$ cat config.mk
export PLATFORM = sky130hd
export DESIGN_NAME = prec_cmp
export DESIGN_NICKNAME = d
export VERILOG_FILES = /design/src/rtl/prec_cmp_pkg.sv /design/src/rtl/prec_top_stage.sv /design/src/rtl/prec_lo_reg.sv /design/src/rtl/prec_gt_chain.sv /design/src/rtl/prec_sat_cnt.sv /design/src/rtl/prec_cmp.sv
export SDC_FILE = /design/constraint.sdc
export NUM_CORES = 1
export LEC_CHECK = 0
export BUFFER_PORTS_ARGS = -buffer_cell sky130_fd_sc_hd__buf_2
export CORE_MARGIN = 8
export CORE_UTILIZATION = 43
export DETAILED_ROUTE_END_ITERATION = 12
export HOLD_SLACK_MARGIN = 0.08
export PLACE_DENSITY_LB_ADDON = 0.3
export SLEW_MARGIN = 20
export SYNTH_ARGS = -nofsm -noshare
export SYNTH_HDL_FRONTEND = slang
export SYNTH_SLANG_ARGS = --single-unit
$ cat constraint.sdc
create_clock -name clk_i -period 4.55 [get_ports clk_i]
set_input_delay 0.91 -clock clk_i [delete_from_list [all_inputs] [get_ports clk_i]]
set_output_delay 0.91 -clock clk_i [all_outputs]
set_load 0.05 [all_outputs]
$ cat src/rtl/prec_cmp_pkg.sv
package prec_cmp_pkg;
  typedef struct packed {
    logic a_top;
    logic b_top;
  } top_pair_t;

  function automatic logic tops_decide(top_pair_t p);
    return p.a_top ^ p.b_top;
  endfunction
endpackage

$ cat src/rtl/prec_top_stage.sv
module prec_top_stage
  import prec_cmp_pkg::*;
(
  input  logic      clk_i,
  input  logic      rst_ni,
  input  logic      valid_i,
  input  logic      a_top_i,
  input  logic      b_top_i,
  output top_pair_t pair_o,
  output logic      lo_load_o,
  output logic      skip_o
);
  top_pair_t pair_d, pair_q;

  assign pair_d = '{a_top: a_top_i, b_top: b_top_i};
  // precompute: top bits alone settle the answer
  assign skip_o    = valid_i & tops_decide(pair_d);
  assign lo_load_o = valid_i & ~tops_decide(pair_d);

  always_ff @(posedge clk_i or negedge rst_ni) begin
    if (!rst_ni)      pair_q <= '0;
    else if (valid_i) pair_q <= pair_d;
  end

  assign pair_o = pair_q;
endmodule

$ cat src/rtl/prec_lo_reg.sv
module prec_lo_reg #(
  parameter int unsigned W = 15
) (
  input  logic         clk_i,
  input  logic         rst_ni,
  input  logic         load_i,
  input  logic [W-1:0] a_i,
  input  logic [W-1:0] b_i,
  output logic [W-1:0] a_o,
  output logic [W-1:0] b_o
);
  logic [W-1:0] a_q, b_q;

  always_ff @(posedge clk_i or negedge rst_ni) begin
    if (!rst_ni) begin
      a_q <= '0;
      b_q <= '0;
    end else if (load_i) begin
      a_q <= a_i;
      b_q <= b_i;
    end
  end

  assign a_o = a_q;
  assign b_o = b_q;
endmodule

$ cat src/rtl/prec_gt_chain.sv
module prec_gt_chain #(
  parameter int unsigned W = 15
) (
  input  logic [W-1:0] a_i,
  input  logic [W-1:0] b_i,
  output logic         gt_o
);
  logic [W:0] gt_c;

  assign gt_c[0] = 1'b0;
  for (genvar i = 0; i < W; i++) begin : g_bit
    // a higher bit decides; when it ties, pass up the lower result
    assign gt_c[i+1] = (a_i[i] & ~b_i[i]) | (~(a_i[i] ^ b_i[i]) & gt_c[i]);
  end
  assign gt_o = gt_c[W];
endmodule

$ cat src/rtl/prec_sat_cnt.sv
module prec_sat_cnt #(
  parameter int unsigned W = 8
) (
  input  logic         clk_i,
  input  logic         rst_ni,
  input  logic         inc_i,
  output logic [W-1:0] cnt_o
);
  localparam logic [W-1:0] MaxVal = '1;
  logic [W-1:0] cnt_q;

  always_ff @(posedge clk_i or negedge rst_ni) begin
    if (!rst_ni)                      cnt_q <= '0;
    else if (inc_i && cnt_q != MaxVal) cnt_q <= cnt_q + 1'b1;
  end

  assign cnt_o = cnt_q;
endmodule

$ cat src/rtl/prec_cmp.sv
module prec_cmp
  import prec_cmp_pkg::*;
#(
  parameter int unsigned DATA_W = 16,
  parameter int unsigned CNT_W  = 8
) (
  input  logic              clk_i,
  input  logic              rst_ni,
  input  logic              valid_i,
  input  logic [DATA_W-1:0] a_i,
  input  logic [DATA_W-1:0] b_i,
  output logic              gt_o,
  output logic [CNT_W-1:0]  skip_cnt_o
);
  localparam int unsigned LoW = DATA_W - 1;

  top_pair_t      pair_q;
  logic           lo_load, skip;
  logic [LoW-1:0] lo_a_q, lo_b_q;
  logic           lo_gt;

  prec_top_stage u_top (
    .clk_i     (clk_i),
    .rst_ni    (rst_ni),
    .valid_i   (valid_i),
    .a_top_i   (a_i[DATA_W-1]),
    .b_top_i   (b_i[DATA_W-1]),
    .pair_o    (pair_q),
    .lo_load_o (lo_load),
    .skip_o    (skip)
  );

  prec_lo_reg #(.W(LoW)) u_lo (
    .clk_i  (clk_i),
    .rst_ni (rst_ni),
    .load_i (lo_load),
    .a_i    (a_i[LoW-1:0]),
    .b_i    (b_i[LoW-1:0]),
    .a_o    (lo_a_q),
    .b_o    (lo_b_q)
  );

  prec_gt_chain #(.W(LoW)) u_cmp (
    .a_i  (lo_a_q),
    .b_i  (lo_b_q),
    .gt_o (lo_gt)
  );

  prec_sat_cnt #(.W(CNT_W)) u_cnt (
    .clk_i  (clk_i),
    .rst_ni (rst_ni),
    .inc_i  (skip),
    .cnt_o  (skip_cnt_o)
  );

  // g(X) reads only the registered top pair
  assign gt_o = tops_decide(pair_q) ? pair_q.a_top : lo_gt;
endmodule

After elaboration in Yosys (flattened, before gate mapping)
Cells that the tools add are included.

cells by class
  shift operators = 0
  divide/modulo/power cells = 0
  eq/ne operators = 1
  reductions and logical operators = 1
  bitwise gates (word level) = 91
  add/sub/neg operators = 1
  muxes and demuxes = 1
  $mul = 0
  $lt $le $gt $ge = 0

operators with widths
  cell                                         count
  AND 1 bit                                    31
  NOT 1 bit                                    30
  bitwise XOR 1 bit                            16
  bitwise OR 1 bit                             14
  adder 8 x 1 -> 8 bit, second input constant  1
  != test 8 bit, second input constant         1
  logical AND 1 bit                            1
  2-to-1 mux 1 bit                             1

word-level totals
  ROM bits = 0
  bits of input ports = 35
  output and inout port bits = 9
  register bits after elaboration = 40
  latch bits = 0
  word-level logic and storage cells = 100
  memories kept = 0
  RAM bits = 0

Logic depth before layout (Yosys ltp)
  depth in word-level cells = 31
  depth in mapped cells = 6
  gate-level depth less buffers = 6

By module
A second synthesis with hierarchy kept.

second synthesis, totals
  cell total of the unflattened synthesis = 150
  area total of the unflattened synthesis = 2089.5 sq um

by module, submodules not included
  module          cells an instance  times used  sequential area each (sq um)  area each (sq um)
  prec_lo_reg     63                 1           750.7                         1234.9
  prec_sat_cnt    34                 1           200.2                         407.9
  prec_gt_chain   43                 1           0.0                           340.3
  prec_top_stage  7                  1           50.0                          93.8
  prec_cmp        3                  1           0.0                           12.5

Worst setup path before layout
Ideal clock, no wire load.

  kind = register to output
  start = register u_lo.a_q[2] (netlist: u_lo.a_o[2])
  end = output port gt_o
  data required time = 3.640 ns
  stages on the path, launching flop included = 6
  arrival = 2.127 ns
  buffers on the path = 0
  setup slack = 1.513 ns
  cell sequence = dfrtp_1 ha_1 nand4b_1 a21oi_1 a311oi_1 o31ai_1

on the way
  longest elaborated chain between the ends = 29
  elaborated cells between the ends (all ways) = 30
  classes of those cells = 1 x mux; 29 x bitwise

RTL lines
  element                 RTL line             RTL
  from (decl)             prec_lo_reg.sv:12    logic [W-1:0] a_q, b_q;
  from (signal assigned)  prec_lo_reg.sv:19    a_q <= a_i;
  bitwise XOR 1 bit       prec_gt_chain.sv:13  assign gt_c[i+1] = (a_i[i] & ~b_i[i]) | (~(a_i[i] ^ b_i[i]) & gt_c[i]);
  NOT 1 bit               prec_gt_chain.sv:13
  AND 1 bit               prec_gt_chain.sv:13
  bitwise OR 1 bit *      prec_gt_chain.sv:13
  AND 1 bit *             prec_gt_chain.sv:13
  bitwise OR 1 bit *      prec_gt_chain.sv:13
  AND 1 bit *             prec_gt_chain.sv:13
  bitwise OR 1 bit *      prec_gt_chain.sv:13
  [... 13 more ...]       n/a
  bitwise OR 1 bit *      prec_gt_chain.sv:13
  AND 1 bit *             prec_gt_chain.sv:13
  bitwise OR 1 bit *      prec_gt_chain.sv:13
  AND 1 bit *             prec_gt_chain.sv:13
  bitwise OR 1 bit *      prec_gt_chain.sv:13
  AND 1 bit *             prec_gt_chain.sv:13
  bitwise OR 1 bit *      prec_gt_chain.sv:13
  2-to-1 mux 1 bit *      prec_cmp.sv:57       assign gt_o = tops_decide(pair_q) ? pair_q.a_top : lo_gt;
  to (decl)               prec_cmp.sv:12       output logic gt_o,

Every way passes the cells marked *; elsewhere a longest branch is shown, timed or not.

Final worst setup path
  start = register u_lo.a_q[9] (netlist: u_lo.a_o[9])
  end = output port gt_o

on the way
  longest elaborated chain between the ends = 15
  elaborated cells between the ends (all ways) = 16
  classes of those cells = 1 x mux; 15 x bitwise

RTL lines
  element             RTL line
  bitwise XOR 1 bit   prec_gt_chain.sv:13
  NOT 1 bit           prec_gt_chain.sv:13
  AND 1 bit           prec_gt_chain.sv:13
  bitwise OR 1 bit *  prec_gt_chain.sv:13
  AND 1 bit *         prec_gt_chain.sv:13
  bitwise OR 1 bit *  prec_gt_chain.sv:13
  AND 1 bit *         prec_gt_chain.sv:13
  bitwise OR 1 bit *  prec_gt_chain.sv:13
  AND 1 bit *         prec_gt_chain.sv:13
  bitwise OR 1 bit *  prec_gt_chain.sv:13
  AND 1 bit *         prec_gt_chain.sv:13
  bitwise OR 1 bit *  prec_gt_chain.sv:13
  AND 1 bit *         prec_gt_chain.sv:13
  bitwise OR 1 bit *  prec_gt_chain.sv:13
  2-to-1 mux 1 bit *  prec_cmp.sv:57

Marks and branches as above.

==> metrics.md <==
| Metric | Value |
|---|---|
| Status | completed |
| Fin crit share | 0.661 |
| Peak supply drop | 0.295 mV |
| Htree depth | 2 |
| Routed vias | 1265 |
| Final WS setup | 1540 ps |
| Post-cts sizing count | 0 |
| CP arrival | between 2000 and 2500 ps |
| Clock transition at the registers of the reported paths | 80 ps |
| Yosys cell types | 28 |
| Routed wire length | between 4 and 5 mm |
| Vias in the first global route | 1452 |
| Count leader, synth | dfrtp_1 |
| Crit start category | flip-flop |
| CTS tree | built |
| Area of the die | 0.00723 mm² |
| Core Rows | 25 |
| Die Wd | 85.0 µm |
| R2R Setup Slk | between 2000 and 3000 ps |
| Worst r2r path cells | 4 |
| Primary FF master, synth | dfrtp_1 |
| FMAX | 333 MHz |
| Largest net degree at the start of global routing | 41 |
| Hold EP | u_cnt.cnt_o[6] |
| Max-slew violations | 0 |
| Post-layout min period | 3010 ps |
| Hold Path Class | flip-flop to flip-flop |
| DRC errors left | 0 |
| Clk buf depth | 2 |
| Worst r2r dst | u_cnt.cnt_o[1] |
| Io pins | 44 |
| Endpoints failing setup | 0 |
| Register bit total from synthesis | 40 |
| Bufs and invs on worst path | 1 |
| Antenna cells | 0 |
| DR iter-0 viols | 29 |
| Pwr/cell area | 485 mW/mm² |
| Dpl ws | 1890 ps |
| Synth async-reset ratio | 1.00 |
| First-pass GRT wire length | 6.99 mm |
| Worst Hold Depth | 1 |
| CTS buffer count | 5 |
| Post-cts hold buffer count | 0 |
| Mapped Avg Cell Area | 13.8 µm² |
| Slew at the pin closest to its max-slew limit | 865 ps |
| Slew margin rel. | 0.423 |
| Crit path from | u_lo.a_o[9] |
| Die Span Y | 85.0 µm |
| Post-synthesis sequential area ratio | 0.489 |
| R2R Path Start | u_cnt.cnt_o[0] |
| Root Buffer | clkbuf_8 |
| RSZ-0062 raised after global routing | false |
| Post-Synthesis Cells | 148 |
| Post-placement cell count | 242 |
| Final Wtd Congestion | 0.766 |
| CP max-delay cell | dfrtp_1 |
| Detailed Routing Iterations Pass 1 | 4 |
| Setup bufs post-CTS | 0 |
| Starting Density | 0.439 |
| Wire length per cell | 16.2 µm |
| IO buf count | 43 |
| Crit Path Class | flip-flop to primary output |
| Worst-Skew Late Latency | 290 ps |
| Worst path required time | 3640 ps |
| Area leader, netlist | dfrtp_1 |
| Share of the synthesized area in the top cell type | 0.489 |
| Syn. warnings | 0 |
| Core area | 0.00466 mm² |
| Slowest stage delay, CP | 400 ps |
| Worst Setup End Kind | primary output |
| Share of cells above drive strength 1 | 0.423 |
| Gr usage total | 0.124 |
| Number of flops mapped to enable cells by yosys | 0 |
| Pleak | 1.29 nW |
| Grt total ovfl | 0 |
| Main area contributors after synthesis | dfrtp_1 (49%), mux2_4 (23%), ha_1 (9.2%) |
| Area delta synth->final | 16.6% |
| Final hold violations | 0 |
| Detailed placer's ending HPWL | slightly below 3 mm |
| Maxcap violations | 0 |
| Syn Nets | 198 |
| CTS sink cnt | 40 |
| Cell class contributing the biggest share of worst-path delay | compound AO/OA/AOI/OAI gates |
| Via/cell ratio | 5.06 |
| Synth top cells by count | dfrtp_1 (40), mux2_4 (31), inv_1 (17) |
| Initial antenna violation count | 0 |
| Skew final | about 0.19 ps |
| Non-filler cells, final | 250 |
| Setup TNS Final | 0 ps |
| Hold_sp | u_cnt.cnt_o[6] |
| Net count, final | 245 |
| Antenna viol nets, final | 0 |
| CP Cell Sequence | ha_1 > a21o_1 > a2111oi_0 > a2bb2oi_1 > o31ai_1 > buf_2 |
| Cell area after synthesis | 0.00205 mm² |
| Max FO, Critical Path | 2 |
-- cells in the final DEF (no fill, tap or decap) --
cell type,instances
mux2_4,31
xnor2_1,1
nand4_1,1
nand2b_1,1
o31ai_1,1
o2111ai_1,2
inv_1,17
o21a_1,2
or2_4,1
a311oi_1,1
ha_1,15
o211ai_2,1
a2111oi_0,1
o21ai_0,1
nor3_1,3
a21oi_1,2
buf_2,43
nand2_1,3
nor2_1,3
nand4b_1,1
a221o_1,1
clkbuf_1,2
mux2_2,1
dfrtp_1,40
xor2_1,7
a2bb2oi_1,1
a21o_1,1
nand3_1,5
clkbuf_8,6
a2111o_1,1
-- per-stage QoR --
step / utilization / power [mW] / hold slack [ps] / instance area, µm²
final: 0.512 / 1.16 / 498 / 2390
after global routing: 0.512 / 1.24 / 538 / 2390
after CTS: 0.512 / 1.17 / 504 / 2390
after detailed placement: 0.493 / 0.920 / 492 / 2300
after global placement: 0.493 / 0.903 / 480 / 2300
after floorplan: - / 0.813 / 472 / 2050
-- flip-flops by register name, summed over array words and instances (netlist names) --
signal        count
u_lo.b_o         15
u_top.pair_o      2
u_cnt.cnt_o       8
u_lo.a_o         15
-- cells by family (layout without fill, tap and decap cells) --
group / count (synthesis) / in the layout / share of synthesized area
XOR/XNOR: 8 / 8 / 0.0342
AND/OR/NAND/NOR: 18 / 18 / 0.0452
multiplexers: 32 / 32 / 0.233
AO/OA/AOI/OAI: 15 / 15 / 0.0599
buffers and inverters: 20 / 68 / 0.0476
adder cells (fa/ha/maj): 15 / 15 / 0.0916
flip-flops: 40 / 40 / 0.489
-- cell type report --
class / instances / area, µm²
fillers: 412 / 2270
flip-flops and latches: 40 / 1000
multi-input cells: 88 / 950
repair buffers: 43 / 215
clock buffers: 8 / 90.1
well taps: 54 / 67.6
inverters: 17 / 63.8
-- per-layer routing --
metal  share of wire  global-route usage
met1            0.45               0.148
met4           0.018              0.0583
met2            0.47               0.195
met5               0                   0
met3           0.055              0.0444
-- where the power goes --
part | internal [mW] | leakage, nW | switching [mW]
registers | 0.434 | 0.478 | 0.0671
clock network | 0.124 | 0.0455 | 0.122
logic | 0.185 | 0.768 | 0.225
-- worst max-delay path by stage --
stage / endpoint / cells past startpoint
after floorplan: gt_o / 5
after global placement: gt_o / 6
after detailed placement: gt_o / 6
after CTS: gt_o / 6
after global routing: gt_o / 7
final: gt_o / 6
Note: power is estimated with default switching activity, not from simulation.
